### config.mk
export PLATFORM = sky130hd
export DESIGN_NAME = burst_col_seq
export DESIGN_NICKNAME = d
export VERILOG_FILES = /design/src/rtl/burst_col_seq.sv
export SDC_FILE = /design/constraint.sdc
export NUM_CORES = 1
export LEC_CHECK = 0
export ABC_AREA = 1
export BUFFER_PORTS_ARGS = -buffer_cell sky130_fd_sc_hd__buf_2
export CAP_MARGIN = 40
export CORE_MARGIN = 2
export CORE_UTILIZATION = 55
export CTS_CLUSTER_DIAMETER = 40
export DETAILED_ROUTE_END_ITERATION = 8
export HOLD_SLACK_MARGIN = 0.15
export PLACE_DENSITY = 0.88
export SLEW_MARGIN = 20
export SYNTH_ARGS = -nofsm -noshare
export SYNTH_HDL_FRONTEND = slang
export SYNTH_SLANG_ARGS = --single-unit
### constraint.sdc
create_clock -name clk -period 4.1 [get_ports clk]
set_input_delay 0.615 -clock clk [delete_from_list [all_inputs] [get_ports clk]]
set_output_delay 0.615 -clock clk [all_outputs]
set_load 0.01 [all_outputs]
### src/rtl/burst_col_seq.sv
module burst_col_seq #(
  parameter int COL_W = 11
) (
  input  logic             clk,
  input  logic             rst_n,
  input  logic             cfg_we,
  input  logic [1:0]       cfg_len_code,
  input  logic             cfg_interleave,
  input  logic             start,
  input  logic [COL_W-1:0] start_col,
  output logic             beat_valid,
  output logic [COL_W-1:0] beat_col,
  output logic             beat_first,
  output logic             beat_last,
  output logic             cfg_err
);
  localparam int IDX_W = 3;

  logic [1:0]       len_code_q;
  logic             il_cfg_q;
  logic             err_q;
  logic             active_q;
  logic [IDX_W-1:0] idx_q;
  logic [IDX_W-1:0] mask_q;
  logic             il_q;
  logic [COL_W-1:0] base_q;
  logic             accept;
  logic [IDX_W-1:0] seq_low, il_low, low;
  logic [COL_W-1:0] wide_mask, wide_low;

  function automatic logic [IDX_W-1:0] span_mask(input logic [1:0] code);
    case (code)
      2'b10:   span_mask = 3'b011;
      2'b11:   span_mask = 3'b111;
      default: span_mask = 3'b001;
    endcase
  endfunction

  always_ff @(posedge clk) begin
    if (!rst_n) begin
      len_code_q <= 2'b01;
      il_cfg_q   <= 1'b0;
      err_q      <= 1'b0;
    end else if (cfg_we) begin
      len_code_q <= cfg_len_code;
      il_cfg_q   <= cfg_interleave;
      err_q      <= (cfg_len_code == 2'b00);
    end
  end

  assign beat_last  = active_q && (idx_q == mask_q);
  assign accept     = start && (!active_q || beat_last);

  always_ff @(posedge clk) begin
    if (!rst_n) begin
      active_q <= 1'b0;
      idx_q    <= '0;
      mask_q   <= 3'b001;
      il_q     <= 1'b0;
      base_q   <= '0;
    end else if (accept) begin
      active_q <= 1'b1;
      idx_q    <= '0;
      mask_q   <= span_mask(len_code_q);
      il_q     <= il_cfg_q;
      base_q   <= start_col;
    end else if (active_q) begin
      if (beat_last) active_q <= 1'b0;
      else           idx_q    <= idx_q + 1'b1;
    end
  end

  assign seq_low    = base_q[IDX_W-1:0] + idx_q;
  assign il_low     = base_q[IDX_W-1:0] ^ idx_q;
  assign low        = il_q ? il_low : seq_low;
  assign wide_mask  = {{(COL_W-IDX_W){1'b0}}, mask_q};
  assign wide_low   = {{(COL_W-IDX_W){1'b0}}, low};
  assign beat_col   = (base_q & ~wide_mask) | (wide_low & wide_mask);
  assign beat_valid = active_q;
  assign beat_first = active_q && (idx_q == '0);
  assign cfg_err    = err_q;

  AST_FIRST_AFTER_START: assert property (@(posedge clk) disable iff (!rst_n)
    beat_first |-> $past(start)) else $error("first without start");
  AST_LAST_IS_VALID: assert property (@(posedge clk) disable iff (!rst_n)
    beat_last |-> beat_valid) else $error("last without valid");
  AST_STOP_AFTER_LAST: assert property (@(posedge clk) disable iff (!rst_n)
    (beat_last && !start) |=> !beat_valid) else $error("beat after last");
  AST_RESTART_ON_LAST: assert property (@(posedge clk) disable iff (!rst_n)
    (beat_last && start) |=> beat_first) else $error("back-to-back lost");
  AST_MIDBURST_IGNORED: assert property (@(posedge clk) disable iff (!rst_n)
    (beat_valid && !beat_last) |=> (beat_valid && !beat_first)) else $error("burst cut");
  AST_UPPER_HELD: assert property (@(posedge clk) disable iff (!rst_n)
    (beat_valid && !beat_first) |-> ((beat_col >> 3) == ($past(beat_col) >> 3))) else $error("upper bits moved");
  AST_ERR_FLAG: assert property (@(posedge clk) disable iff (!rst_n)
    cfg_we |=> (cfg_err == ($past(cfg_len_code) == 2'b00))) else $error("err flag");
endmodule

==> reports/results.ini <==
[yosys]
ys_ff_latch = 22
ys.flop_type = dfxtp_1
mappedNetlistArea_um2 = 1190
yosysMostFrequentCell = nand2_1
ys_top_cells_by_count = nand2_1 (28), a21oi_1 (22), dfxtp_1 (22), nor2_1 (19), inv_1 (13)
avgSynthCellArea_um2 = 7.64
synth_top_cell_by_area = dfxtp_1
ys_types = 24
yosys.area.top_type_share = 0.370
syn_nets = 179
synth_edf_count = 0
yosys_warnings = 0
syn_inst = 156
async_flop_share = 0
ys_top_cells_by_area = dfxtp_1 (37%), a21oi_1 (9.2%), nand2_1 (8.8%)
seq_area_frac_synth = 0.370

[sta]
finalMaxSlewViolations = 0
hold_ws_ns = 0.468
setup_viol = 0
max_freq_mhz = 398
hold_viol_final = 0
fin_setup_tns_ns = 0
worst_pin_slew_ns = 0.483
period_share = 0.613
slew-limit-headroom = 0.678
min_period_ns = 2.51
rsz0062_at_grt = false
finalClockSkew_ns = 0.00255

[cts]
postCtsSetupRepairBufs = 0
h-tree-depth = 1
insertion_delay_ns = 0.30
root_buffer = clkbuf_4
cts_resized = 0
cts_max_path_buffers = 2
cts_buffers = 3
cts_tree = yes
clkTransAtPathRegs_ns = 0.12
cts_hold_buf = 0
cts.sinks = 22

[placed_design]
gp_congestion = 0.800
portBuffers = 32
placed_area_um2 = 1250
dp.cells = 197
hpwl_um = 1520

[power]
switching_share = 0.280
p_seq_frac = 0.541
power.switching_uw = 124
pwr-share-comb = 0.197
peakVddDrop_mv = 0.209
p_per_area_nw_per_um2 = 345
p_leak_nw = 0.631
power.internal_uw = 320
p_clk_frac = 0.262
total_power_uw = 445

[floorplanning]
dieArea_um2 = 2550
die_w_um = 50.5
die_h_um = 50.5
io_pins = 33
placementRows = 16
initial_core_util = 0.595
core_um2 = 2000

[layout]
antennaDiodeCount = 0
final_cells = 201
fill_cells = 188
nNetsFinal = 198
fin_area_um2 = 1290
area_growth_pct = 8.30
drive_gt1_frac = 0.241

[route]
final_antenna_net_count = 0
viasPerCell = 4.85
drc = 0
drt_iter0_drc = 23
wl_per_cell_um = 10.5
drt-pass1-iter-count = 4
totalWireLength_um = 2110
vias = 974

[critical_path]
crit_arrival_ns = 1.90
end_kind = output port
crit_fanout = 4
crit_required_ns = 3.48
startpoint_type = flip-flop
worstSetupPathType = reg2out

[grt]
grt_overflow = 0
grt_first_pass_wirelength_um = 3630
grt_usage = 0.183
grt_antenna_before_repair = 0
grt_start_max_net_pins = 32
grt_pass1_vias = 856

[status]
outcome = completed

[hold_path]
hp-class = reg2reg

[run]
max-cap-violations = 0

==> placed cells by master, fill, tap and decap left out <==
master,netlist,layout
nand3_1,5,5
nand2_1,28,28
clkbuf_4,0,3
nor2_1,19,19
inv_1,13,13
xnor2_1,1,1
fa_1,1,1
a21oi_4,1,1
xor2_1,1,1
inv_2,1,1
dfxtp_1,22,22
ha_1,4,4
nand2_2,1,1
clkbuf_8,0,1
nand3_4,1,1
nor3_1,1,1
nand3b_1,11,11
o21ai_0,4,4
buf_2,3,32
nand2_4,1,1
a21oi_1,22,22
a21oi_2,1,1
==> power by group through the flow <==
stage	combinational (mW)	sequential [mW]	clock, mW
after floorplan	0.0758	0.244	0
after global placement	0.0850	0.245	0
after detailed placement	0.0878	0.245	0
after CTS	0.0880	0.241	0.121
after global routing	0.101	0.242	0.129
final	0.0874	0.240	0.117
==> area by class of cell <==
type                       instances  area, µm²  share of cell area
inverter                          14       52.6              0.0407
timing repair buffer              32        160               0.124
clock buffer                       4       36.3              0.0281
sequential                        22        440               0.341
tap                               27       33.8              0.0262
multi-input combinational        102        567               0.439
==> per-stage QoR <==
step	util	setup slack [ns]
after floorplan	-	2.12
after global placement	0.626	1.98
after detailed placement	0.626	1.93
after CTS	0.644	1.57
after global routing	0.644	1.45
final	0.644	1.59
==> critical path, stage by stage (launching register included) <==
cell,delay (ns)
dfxtp_1,0.41
ha_1,0.17
inv_1,0.05
fa_1,0.36
nor2_1,0.15
a21oi_1,0.08
o21ai_0,0.10
xnor2_1,0.14
buf_2,0.14
==> layer usage <==
metal,global-route usage,routed length [µm],vias up
li1,-,-,523
met1,0.263,1050,421
met2,0.276,948,28
met3,0.0357,100,2
met4,0.0541,8,0
met5,0,0,-
==> cell families after synthesis <==
logic type,synth area share
compound gates,0.130
xor+xnor,0.0147
fa+ha+maj,0.0588
buf+inv,0.154
flops,0.370
simple gates,0.272
==> registers in the layout, indices dropped and copies added, names as in the netlist <==
name and count:
il_q 1, mask_q 2, base_q 11, len_code_q 2, beat_valid 1, idx_q 3, cfg_err 1, il_cfg_q 1
==> worst paths after layout <==
path	from	end	slack, ns	cells past startpoint
setup / recovery	idx_q[0]$_SDFFE_PP0P_	beat_col[2]	1.59	8
hold / removal	il_cfg_q$_SDFFE_PN0P_	il_cfg_q$_SDFFE_PN0P_	0.47	2
setup reg to reg	idx_q[2]$_SDFFE_PP0P_	idx_q[1]$_SDFFE_PP0P_	2.58	7
hold reg to reg	il_cfg_q$_SDFFE_PN0P_	il_cfg_q$_SDFFE_PN0P_	0.47	2
No activity file was read; power rests on OpenSTA's default activity.
